## config.mk

```make
export PLATFORM = sky130hd
export DESIGN_NAME = svn_unit
export DESIGN_NICKNAME = d
export VERILOG_FILES = /design/src/rtl/svn_pkg.sv /design/src/rtl/svn_decode.sv /design/src/rtl/svn_lane.sv /design/src/rtl/svn_datapath.sv /design/src/rtl/svn_unit.sv
export SDC_FILE = /design/constraint.sdc
export NUM_CORES = 1
export LEC_CHECK = 0
export ABC_AREA = 1
export BUFFER_PORTS_ARGS = -buffer_cell sky130_fd_sc_hd__buf_2
export CAP_MARGIN = 40
export CORE_UTILIZATION = 58
export CTS_CLUSTER_DIAMETER = 30
export DETAILED_ROUTE_END_ITERATION = 12
export GPL_TIMING_DRIVEN = 1
export HOLD_SLACK_MARGIN = 0.08
export PLACE_DENSITY_LB_ADDON = 0.12
export SYNTH_ARGS = -nofsm -noshare
export SYNTH_HDL_FRONTEND = slang
export SYNTH_SLANG_ARGS = --single-unit
```

## constraint.sdc

```tcl
create_clock -name clk -period 1.1 [get_ports clk]
set_clock_uncertainty 0.15 [all_clocks]
set_input_delay 0.165 -clock clk [delete_from_list [all_inputs] [get_ports clk]]
set_output_delay 0.165 -clock clk [all_outputs]
set_load 0.005 [all_outputs]
```

## src/rtl/svn_pkg.sv

```systemverilog
package svn_pkg;

    typedef enum logic [0:0] {
        ST_IDLE   = 1'b0,
        ST_RESULT = 1'b1
    } svn_state_e;

    typedef enum logic [1:0] {
        SZ_B8  = 2'd0,
        SZ_H16 = 2'd1,
        SZ_W32 = 2'd2
    } svn_size_e;

    localparam logic [8:0] OPC_TOP = 9'b010001010;
    localparam logic [5:0] OPC_MID = 6'b001100;
    localparam int         N_SIZES = 3;

    typedef struct packed {
        logic       match;
        logic       undef;
        svn_size_e  size;
        logic [6:0] shamt;
        logic [4:0] rd;
        logic [4:0] rn;
    } svn_dec_t;

endpackage

```

## src/rtl/svn_decode.sv

```systemverilog
module svn_decode
    import svn_pkg::*;
(
    input  logic [31:0] instr,
    input  logic        feat_en,
    output svn_dec_t    dec
);
    logic [2:0] tsz;
    logic [5:0] imm6;
    logic [6:0] dbl_w;

    always_comb begin
        tsz  = {instr[22], instr[20:19]};
        imm6 = {tsz, instr[18:16]};

        dec.match = (instr[31:23] == OPC_TOP) && instr[21] && (instr[15:10] == OPC_MID);
        dec.undef = (tsz == 3'b000) || !feat_en;
        dec.rd    = instr[4:0];
        dec.rn    = instr[9:5];

        if (tsz[2]) begin
            dec.size = SZ_W32;
        end else if (tsz[1]) begin
            dec.size = SZ_H16;
        end else begin
            dec.size = SZ_B8;
        end

        dbl_w     = 7'd16 << dec.size;
        dec.shamt = dbl_w - {1'b0, imm6};
    end
endmodule

```

## src/rtl/svn_lane.sv

```systemverilog
module svn_lane #(
    parameter int W = 8
) (
    input  logic [2*W-1:0] src,
    input  logic [6:0]     sh,
    output logic [W-1:0]   q
);
    logic [2*W-1:0] shr;

    always_comb begin
        shr = src >> sh;
        if (|shr[2*W-1:W]) begin
            q = '1;
        end else begin
            q = shr[W-1:0];
        end
    end
endmodule

```

## src/rtl/svn_datapath.sv

```systemverilog
module svn_datapath
    import svn_pkg::*;
#(
    parameter int VLEN = 128
) (
    input  logic [VLEN-1:0] src,
    input  svn_size_e       size,
    input  logic [6:0]      sh,
    output logic [VLEN-1:0] res
);
    logic [VLEN-1:0] cand [N_SIZES];

    for (genvar k = 0; k < N_SIZES; k++) begin : g_sz
        localparam int W  = 8 << k;
        localparam int NE = VLEN / (2 * W);
        logic [VLEN-1:0] packed_v;

        for (genvar e = 0; e < NE; e++) begin : g_el
            logic [W-1:0] lane_q;
            svn_lane #(.W(W)) u_lane (
                .src (src[2*W*e +: 2*W]),
                .sh  (sh),
                .q   (lane_q)
            );
            assign packed_v[2*W*e +: W]     = lane_q;
            assign packed_v[2*W*e + W +: W] = '0;
        end
        assign cand[k] = packed_v;
    end

    always_comb begin
        unique case (size)
            SZ_B8:   res = cand[0];
            SZ_H16:  res = cand[1];
            SZ_W32:  res = cand[2];
            default: res = '0;
        endcase
    end
endmodule

```

## src/rtl/svn_unit.sv

```systemverilog
module svn_unit
    import svn_pkg::*;
#(
    parameter int VLEN = 128
) (
    input  logic            clk,
    input  logic            rst_n,
    input  logic            start,
    input  logic            feat_en,
    input  logic [31:0]     instr,
    input  logic [VLEN-1:0] src_vec,
    output logic [VLEN-1:0] res_vec,
    output logic [4:0]      rd_idx,
    output logic [4:0]      rs_idx,
    output logic            undef,
    output logic            nomatch,
    output logic            res_valid
);
    svn_state_e      state_q, state_d;
    svn_dec_t        dec;
    logic [VLEN-1:0] dp_res;
    logic            match_q, undef_q;

    svn_decode u_dec (
        .instr   (instr),
        .feat_en (feat_en),
        .dec     (dec)
    );

    svn_datapath #(.VLEN(VLEN)) u_dp (
        .src  (src_vec),
        .size (dec.size),
        .sh   (dec.shamt),
        .res  (dp_res)
    );

    always_comb begin
        unique case (state_q)
            ST_IDLE:   state_d = start ? ST_RESULT : ST_IDLE;
            ST_RESULT: state_d = start ? ST_RESULT : ST_IDLE;
            default:   state_d = ST_IDLE;
        endcase
    end

    always_ff @(posedge clk or negedge rst_n) begin
        if (!rst_n) begin
            state_q <= ST_IDLE;
        end else begin
            state_q <= state_d;
        end
    end

    always_ff @(posedge clk or negedge rst_n) begin
        if (!rst_n) begin
            match_q <= 1'b0;
            undef_q <= 1'b0;
            res_vec <= '0;
            rd_idx  <= '0;
            rs_idx  <= '0;
        end else if (start) begin
            match_q <= dec.match;
            undef_q <= dec.match && dec.undef;
            rd_idx  <= dec.rd;
            rs_idx  <= dec.rn;
            res_vec <= (dec.match && !dec.undef) ? dp_res : '0;
        end
    end

    always_comb begin
        res_valid = 1'b0;
        undef     = 1'b0;
        nomatch   = 1'b0;
        unique case (state_q)
            ST_IDLE: begin
            end
            ST_RESULT: begin
                res_valid = match_q;
                undef     = undef_q;
                nomatch   = !match_q;
            end
            default: begin
            end
        endcase
    end
endmodule

```

==> results of run 1 <==
==> what timing repair did <==
action | in CTS
buffers inserted | 126
pin swaps | 143
cloned | 18
endpoints found under the hold margin | 139
gates resized for setup | 585
hold buffers | 12
endpoints found under the setup margin | 246
==> per-layer routing <==
metal,overflow,track usage [%]
met4,458,112
met3,48,82.1
met1,37,90.1
met2,1452,125
met5,6,57.9
==> logic make-up after synthesis <==
kind of cell / Yosys count
compound gates: 541
xor+xnor: 1
fa+ha+maj: 1
buf+inv: 375
flops: 125
mux: 31
other cells: 1
simple gates: 1784
==> per-stage QoR <==
| stage | setup TNS, ns | area, um2 |
|---|---|---|
| after floorplan | -196.52 | 16400 |
| after global placement | -188.25 | 21700 |
| after detailed placement | -197.42 | 21700 |
| after CTS | -150.32 | 26100 |
==> cells in the mapped netlist (all sizes together), types with 2 or more instances <==
cell,number
a21boi,10
a21o,4
a21oi,94
a221oi,4
a22o,12
a22oi,26
a31oi,22
and2,3
buf,170
clkbuf,60
dfrtp,125
inv,145
mux2i,31
nand2,1211
nand3,395
nand3b,3
nand4,59
nor2,96
nor3,6
o211a,2
o211ai,25
o21a,5
o21ai,306
o221ai,9
o22ai,15
or2,9
==> results.py, run 1 <==
metrics = {
    "die": {
        "rows": 60,
        "initial_utilization_pct": 59.4,
        "die_h_um": 169,
        "io_pins": 305,
        "fp.dieW_um": 169,
    },
    "logic_synthesis": {
        "synth_fa_ha_area_share_pct": 0.0778,
        "synth_edf_count": 0,
        "syn_area_um2": 16100,
        "synth-xor-area-share_pct": 0.0544,
        "async_flop_share_pct": 100,
        "post_synth.cell_area_avg_um2": 5.63,
        "synthCells": 2859,
        "yosys_warnings": 0,
        "muxShareOfSynthArea_pct": 1.93,
        "yosysSeqAreaShare_pct": 19.4,
        "synth-seq-cells": 125,
        "synth_top_family_by_area": "simple AND/OR/NAND/NOR gates",
        "synth_compound_area_share_pct": 19.2,
        "yosys.area_share.simple_pct": 46.9,
        "synthFlopType": "dfrtp_1",
        "yosys-top-cells-area": "nand2_1 (28%), dfrtp_1 (19%), nand3_1 (12%), o21ai_0 (7.3%), inv_1 (3.1%)",
        "netlist.area_leader.share_pct": 28.0,
        "yosysTopAreaCell": "nand2_1",
        "ys_types": 55,
    },
    "place": {
        "post-place-ws_ns": -1.93,
        "io_buffers": 288,
        "dp.cells": 3880,
        "gp_congestion": 1.27,
        "dp_hpwl_um": 59500,
    },
    "outcome": {
        "status": "did not finish",
        "error": "[ERROR GRT-0116] Global routing finished with congestion. Check the congestion regions in the DRC Viewer.",
        "failed_stage": "5_1_grt",
    },
    "global_route": {
        "grt_pass1_wl_um": 218000,
        "grt_max_degree": 85,
        "track_usage_pct": 100,
        "first_global_vias": 35200,
        "overflow": 2001,
    },
    "clocking": {
        "clockBufferDepth": 2,
        "cts_sinks": 125,
        "numCtsBuffers": 17,
        "cts-root-buf": "clkbuf_16",
        "ctsHtreeMaxLevel": 4,
    },
}
==> run 2, diff against run 1 <==
--- a/config.mk
+++ b/config.mk
@@ -8,12 +8,10 @@
 export ABC_AREA = 1
 export BUFFER_PORTS_ARGS = -buffer_cell sky130_fd_sc_hd__buf_2
 export CAP_MARGIN = 40
-export CORE_UTILIZATION = 58
-export CTS_CLUSTER_DIAMETER = 30
+export CORE_UTILIZATION = 40
 export DETAILED_ROUTE_END_ITERATION = 12
 export GPL_TIMING_DRIVEN = 1
-export HOLD_SLACK_MARGIN = 0.08
-export PLACE_DENSITY_LB_ADDON = 0.12
+export PLACE_DENSITY_LB_ADDON = 0.15
 export SYNTH_ARGS = -nofsm -noshare
 export SYNTH_HDL_FRONTEND = slang
 export SYNTH_SLANG_ARGS = --single-unit
==> results.py, run 2 <==
metrics = {
    "setup_path": {
        "r2r_setup_slack_ns": -0.01,
        "reg2reg_depth": 4,
        "cp.arrival_ns": 2.74,
        "cp_num_buf_inv": 6,
        "cp-startpoint": "instr[16]",
        "cp-end-kind": "register",
        "cpMostUsedCell": "nand2_1",
        "path_cells": "buf_4 > inv_6 > ha_4 > inv_1 > nand2_1 > nand2_4 > buf_12 > buf_4 > nand2_1 > nand2_1 > nand2_1 > nand2_1 > nand3_1 > nand2_1 > nor2_2 > nand3_4 > nor2_4 > clkbuf_16 > nand3_1 > nand2_1 > nand2_1",
        "criticalPathCategory": "primary input to register",
        "crit_path_max_incr_delay_ns": 0.27,
        "crit_cells": 21,
        "crit_required_ns": 1.27,
        "cp_top_family": "simple AND/OR/NAND/NOR gates",
        "slowest_stage": "nor2_4",
        "r2r-start": "res_vec[68]$_DFFE_PN0P_",
        "reg2reg_to": "res_vec[68]$_DFFE_PN0P_",
        "endpoint": "res_vec[23]$_DFFE_PN0P_",
        "cp_max_fo": 27,
        "critPathLaunchType": "primary input",
    },
    "global_route": {
        "grt_pass1_wl_um": 138000,
        "track_usage_pct": 44.5,
        "grt_max_degree": 45,
        "antenna_found_initial": 0,
        "overflow": 0,
        "first_global_vias": 23800,
    },
    "finish": {
        "drive_gt1_share_pct": 33.8,
        "largest_register_ffs": 112,
        "layout_common_cells": "nand2_1 (1146), buf_4 (607), nand3_1 (336), buf_2 (279), o21ai_0 (184)",
        "fillers": 3906,
        "nets": 3822,
        "layout_commonest_cell": "nand2_1",
        "insertedDiodeCount": 0,
        "regMostFlops": "res_vec",
        "syn_to_final_growth_pct": 52.3,
        "final_area_um2": 24500,
        "reg.largest.list": "res_vec (112), rd_idx (5), rs_idx (5)",
    },
    "place": {
        "io_buffers": 288,
        "dp_hpwl_um": 74300,
        "post-place-ws_ns": -1.99,
        "gp_congestion": 1.07,
        "placed_cell_area_um2": 22600,
    },
    "route": {
        "drt-total-wl_um": 92900,
        "vias": 24100,
        "wl_per_cell_um": 22.1,
        "dr.pass1.iters": 7,
        "ant_nets": 0,
        "drc": 0,
        "drt_iter0_markers": 2557,
        "via_per_inst": 5.74,
    },
    "die": {
        "die_h_um": 203,
        "io_pins": 305,
        "rows": 73,
        "die_area_um2": 41000,
        "core_area_um2": 39700,
        "initial_utilization_pct": 40.5,
        "fp.dieW_um": 203,
    },
    "timing": {
        "fmax_mhz": 388,
        "setup_tns_ns": -167.54,
        "period_share_pct": 234,
        "hold_ws_ns": -0.0141,
        "slew_viol_final": 0,
        "rsz0062_at_grt": "yes",
        "setup_slack_ns": -1.48,
        "worst_slew_margin_rel_pct": 59.9,
        "worst_slew_pin_slew_ns": 0.596,
        "finalHoldViolations": 2,
        "min_period_ns": 2.58,
        "setup_violations": 238,
    },
    "clocking": {
        "numCtsBuffers": 17,
        "clockBufferDepth": 2,
        "clk_latency_ns": 0.44,
        "cts-root-buf": "clkbuf_16",
        "ctsHtreeMaxLevel": 4,
        "clkTransAtPathRegs_ns": 0.06,
        "cts_sinks": 125,
        "cts_tree": "yes",
    },
    "pwr": {
        "ir_worst_vdd_v": 0.00117,
        "p_per_area_nw_per_um2": 1050,
        "total_power_mw": 25.8,
        "p_leak_nw": 13.4,
    },
    "logic_synthesis": {
        "ys_types": 55,
        "async_flop_share_pct": 100,
        "yosysTopAreaCell": "nand2_1",
        "yosysSeqAreaShare_pct": 19.4,
        "syn_area_um2": 16100,
        "synthFlopType": "dfrtp_1",
        "yosys_warnings": 0,
        "yosys-top-cells-area": "nand2_1 (28%), dfrtp_1 (19%), nand3_1 (12%), o21ai_0 (7.3%), inv_1 (3.1%)",
        "synth-seq-cells": 125,
        "post_synth.cell_area_avg_um2": 5.63,
        "synthCells": 2859,
        "synth_edf_count": 0,
        "netlist.area_leader.share_pct": 28.0,
        "post-synth-top-count-cell": "nand2_1",
        "synth_common_cells": "nand2_1 (1201), nand3_1 (392), o21ai_0 (236)",
    },
    "outcome": {
        "status": "finished with violations",
        "violations": "hold timing, setup timing",
    },
    "job": {
        "drv_cap": 0,
    },
    "worst_hold_path": {
        "min_path_type": "primary input to register",
    },
}
==> run 2: how the worst min path moves through the flow <==
stage | start | endpoint | depth (start not counted)
after floorplan | rst_n | match_q$_DFFE_PN0P_ | 0
after global placement | rst_n | res_vec[53]$_DFFE_PN0P_ | 1
after detailed placement | rst_n | res_vec[53]$_DFFE_PN0P_ | 1
after CTS | feat_en | undef_q$_DFFE_PN0P_ | 4
after global routing | instr[23] | match_q$_DFFE_PN0P_ | 5
final | feat_en | undef_q$_DFFE_PN0P_ | 4
==> run 2: routing by layer <==
layer  GRT usage (%)  routed length, um  part of all wire [%]
met1            49.1              33800                    36
met2            75.4              43500                    47
met3            6.10               6460                   7.0
met4            38.3               9140                   9.8
met5               0                  0                     0
==> run 2: kinds of logic after synthesis <==
family | synth area share (%)
adders and majority gates | 0.0778
AOI/OAI and AO/OA | 19.2
buffers and inverters | 12.4
DFF | 19.4
other | 0.0233
muxes | 1.93
xor gates and xnor gates | 0.0545
and+or+nand+nor | 46.9
==> run 2: metrics by stage <==
step,utilization [%],instances
global placement,56.9,4121
detailed placement,56.9,4121
finish,61.7,4195
CTS,60.8,4185
floorplan,-,2874
global route,61.7,4195
==> run 2: timing repair <==
action                                 in CTS  in global routing
setup endpoints to repair                 237                238
setup buffers                              19                  5
endpoints found under the hold margin     137                  0
gates resized for setup                   174                 64
pin swaps                                  27                 15
gates cloned                                2                  4
hold buffers                               11                  0
==> run 2: power breakdown <==
part           internal [mW]  leakage (nW)  total, mW  switching [mW]
clock                   3.69         0.296       6.04            2.35
combinational           6.17          11.4       15.1            8.96
sequential              4.63          1.73       4.66          0.0225
==> run 2: layout make-up <==
| cell class | count | area (um2) | area share, % |
|---|---|---|---|
| timing repair buffer | 993 | 7700 | 31.5 |
| tap | 525 | 657 | 2.68 |
| clock inverter | 13 | 163 | 0.664 |
| sequential | 125 | 3130 | 12.8 |
| timing repair inverter | 1 | 6.26 | 0.0255 |
| clock buffer | 19 | 453 | 1.85 |
| multi-input combinational | 2374 | 11800 | 48.2 |
| inverter | 145 | 588 | 2.40 |
==> run 2: worst min-delay path, stage by stage <==
cell and delay, ns:
buf_2 0.07, o21ai_0 0.09, inv_1 0.08, o21ai_0 0.10
No activity file was read; power rests on OpenSTA's default activity.
==> run 3, diff against run 2 <==
==> constraint.sdc (replaced) <==
create_clock -name clk -period 1.1 [get_ports clk]
set_clock_uncertainty 0.15 [all_clocks]
set_input_delay 0.22 -clock clk [delete_from_list [all_inputs] [get_ports clk]]
set_output_delay 0.22 -clock clk [all_outputs]
set_load 0.005 [all_outputs]
==> results.py, run 3 (synthesis results as in run 2) <==
metrics = {
    "setup_path": {
        "cp_max_fo": 7,
        "criticalPathCategory": "primary input to register",
        "cp-end-kind": "register",
        "crit_path_max_incr_delay_ns": 0.38,
        "cp-startpoint": "instr[16]",
        "path_cells": "buf_12 > inv_8 > ha_4 > buf_12 > buf_8 > clkbuf_16 > nand2_4 > o21ai_4 > or2_4 > nand3_4 > nand4_1 > nand2_2 > nor2_4 > nand4_1 > nand2_1 > nand2_1 > nand2_1 > nand2_1",
        "reg2reg_depth": 4,
        "r2r_setup_slack_ns": 0.02,
        "reg2reg_to": "res_vec[68]$_DFFE_PN0P_",
        "cpMostUsedCell": "nand2_1",
        "cp_num_buf_inv": 5,
        "slowest_stage": "nand4_1",
        "r2r-start": "res_vec[68]$_DFFE_PN0P_",
        "cp_top_family": "simple AND/OR/NAND/NOR gates",
        "critPathLaunchType": "primary input",
        "cp.arrival_ns": 2.79,
        "crit_required_ns": 1.27,
    },
    "clocking": {
        "numCtsBuffers": 17,
        "cts_tree": "yes",
        "cts-root-buf": "clkbuf_16",
        "cts_sinks": 125,
        "clockBufferDepth": 2,
        "clk_latency_ns": 0.43,
        "clkTransAtPathRegs_ns": 0.06,
        "ctsHtreeMaxLevel": 4,
    },
    "timing": {
        "setup_violations": 249,
        "worst_slew_pin_slew_ns": 0.725,
        "worst_slew_margin_rel_pct": 51.1,
        "slew_viol_final": 0,
        "period_share_pct": 238,
        "setup_slack_ns": -1.52,
        "fmax_mhz": 381,
        "hold_ws_ns": -0.00235,
        "min_period_ns": 2.62,
        "rsz0062_at_grt": "yes",
        "finalHoldViolations": 1,
    },
    "route": {
        "via_per_inst": 5.75,
        "dr.pass1.iters": 8,
        "wl_per_cell_um": 22.3,
        "vias": 24400,
        "drt_iter0_markers": 2697,
        "ant_nets": 0,
        "drc": 0,
        "drt-total-wl_um": 94500,
    },
    "pwr": {
        "switchingPower_mw": 11.7,
        "internal_power_mw": 15.0,
        "p_per_area_nw_per_um2": 1030,
        "power_switching_share_pct": 43.8,
        "power_frac_clock_pct": 21.8,
        "seqPwrFrac_pct": 17.5,
        "power.share.combinational_pct": 60.7,
        "p_leak_nw": 13.9,
        "ir_worst_vdd_v": 0.00112,
        "total_power_mw": 26.6,
    },
    "global_route": {
        "antenna_found_initial": 2,
        "grt_pass1_wl_um": 136000,
        "met2_usage_pct": 74.3,
        "grt.busiest_layer": "met2",
        "track_usage_pct": 43.8,
        "overflow": 0,
        "use_met3_pct": 4.25,
        "use_met1_pct": 50.9,
        "grt_max_degree": 72,
        "first_global_vias": 23100,
    },
    "die": {
        "io_pins": 305,
        "die_area_um2": 41000,
        "rows": 73,
        "initial_utilization_pct": 40.5,
        "fp.dieW_um": 203,
        "die_h_um": 203,
        "core_area_um2": 39700,
    },
    "place": {
        "placed_cell_area_um2": 22700,
        "dp_hpwl_um": 72700,
        "gp_congestion": 1.10,
        "io_buffers": 288,
    },
    "worst_hold_path": {
        "hp-start": "feat_en",
        "worstHoldPathCells": 4,
        "min_path_type": "primary input to register",
        "whs_endpoint": "undef_q$_DFFE_PN0P_",
    },
    "finish": {
        "syn_to_final_growth_pct": 60.3,
        "final_area_um2": 25800,
        "nets": 3871,
        "regMostFlops": "res_vec",
        "layout_common_cells": "nand2_1 (1107), buf_4 (641), buf_2 (275), nand3_1 (249), o21ai_0 (184)",
        "insertedDiodeCount": 0,
        "drive_gt1_share_pct": 38.6,
        "layout_commonest_cell": "nand2_1",
        "reg.largest.list": "res_vec (112), rd_idx (5), rs_idx (5)",
        "largest_register_ffs": 112,
    },
    "outcome": {
        "status": "finished with violations",
        "violations": "hold timing, setup timing",
    },
    "job": {
        "drv_cap": 0,
    },
}
run 3: worst max path at each step:
stage	endpoint	slack [ns]	depth (start not counted)
2_1_floorplan	res_vec[10]$_DFFE_PN0P_	-1.95	26
3_3_place_gp	res_vec[90]$_DFFE_PN0P_	-1.93	19
3_5_place_dp	res_vec[90]$_DFFE_PN0P_	-1.99	21
4_1_cts	res_vec[24]$_DFFE_PN0P_	-1.39	19
5_1_grt	res_vec[74]$_DFFE_PN0P_	-1.64	22
6_report	res_vec[76]$_DFFE_PN0P_	-1.52	18
run 3: metrics by stage:
step	worst slack [ns]	instances	utilization, %	TNS, ns
floorplan	-1.95	2874	-	-202.50
global placement	-1.93	4128	57.0	-198.97
finish	-1.52	4242	64.9	-175.65
global route	-1.64	4242	64.9	-191.03
detailed placement	-1.99	4128	57.0	-203.60
CTS	-1.39	4201	61.2	-163.72
run 3: cell type report:
cell class	count	area (um2)
multi-input combinational	2375	12500
fill	3691	13900
timing repair inverter	1	11.3
clock inverter	10	141
clock buffer	20	447
timing repair buffer	1041	8270
sequential	125	3130
tap	525	657
inverter	145	602
run 3: power by group through the flow:
stage | clock [mW] | sequential (mW) | combinational (mW)
4_1_cts | 5.78 | 4.65 | 14.5
2_1_floorplan | 0 | 4.74 | 6.49
5_1_grt | 5.99 | 4.66 | 17.0
3_3_place_gp | 0 | 4.73 | 13.7
6_report | 5.80 | 4.65 | 16.2
3_5_place_dp | 0 | 4.73 | 13.7
run 3: tightest hold or removal path, delay by kind of cell:
family / cells / cell delay, ns
buffers and inverters: 2 / 0.15
AOI/OAI and AO/OA: 2 / 0.17
run 3: per-layer routing:
metal  vias to the layer above  part of all wire [%]  routed length, um
li1                      11200                     -                  -
met1                     11300                    37              34900
met2                      1389                    47              44000
met3                       438                   7.2               6850
met4                         2                   9.3               8820
met5                         -                 0.016                 15
run 3: repair_timing:
action                                 in CTS  in global routing
endpoints found under the hold margin     135                  0
setup buffers                              27                 34
resized for setup                         174                271
gates cloned                                6                  8
setup endpoints to repair                 240                249
pin swaps                                  28                 88
hold buffers                               11                  0
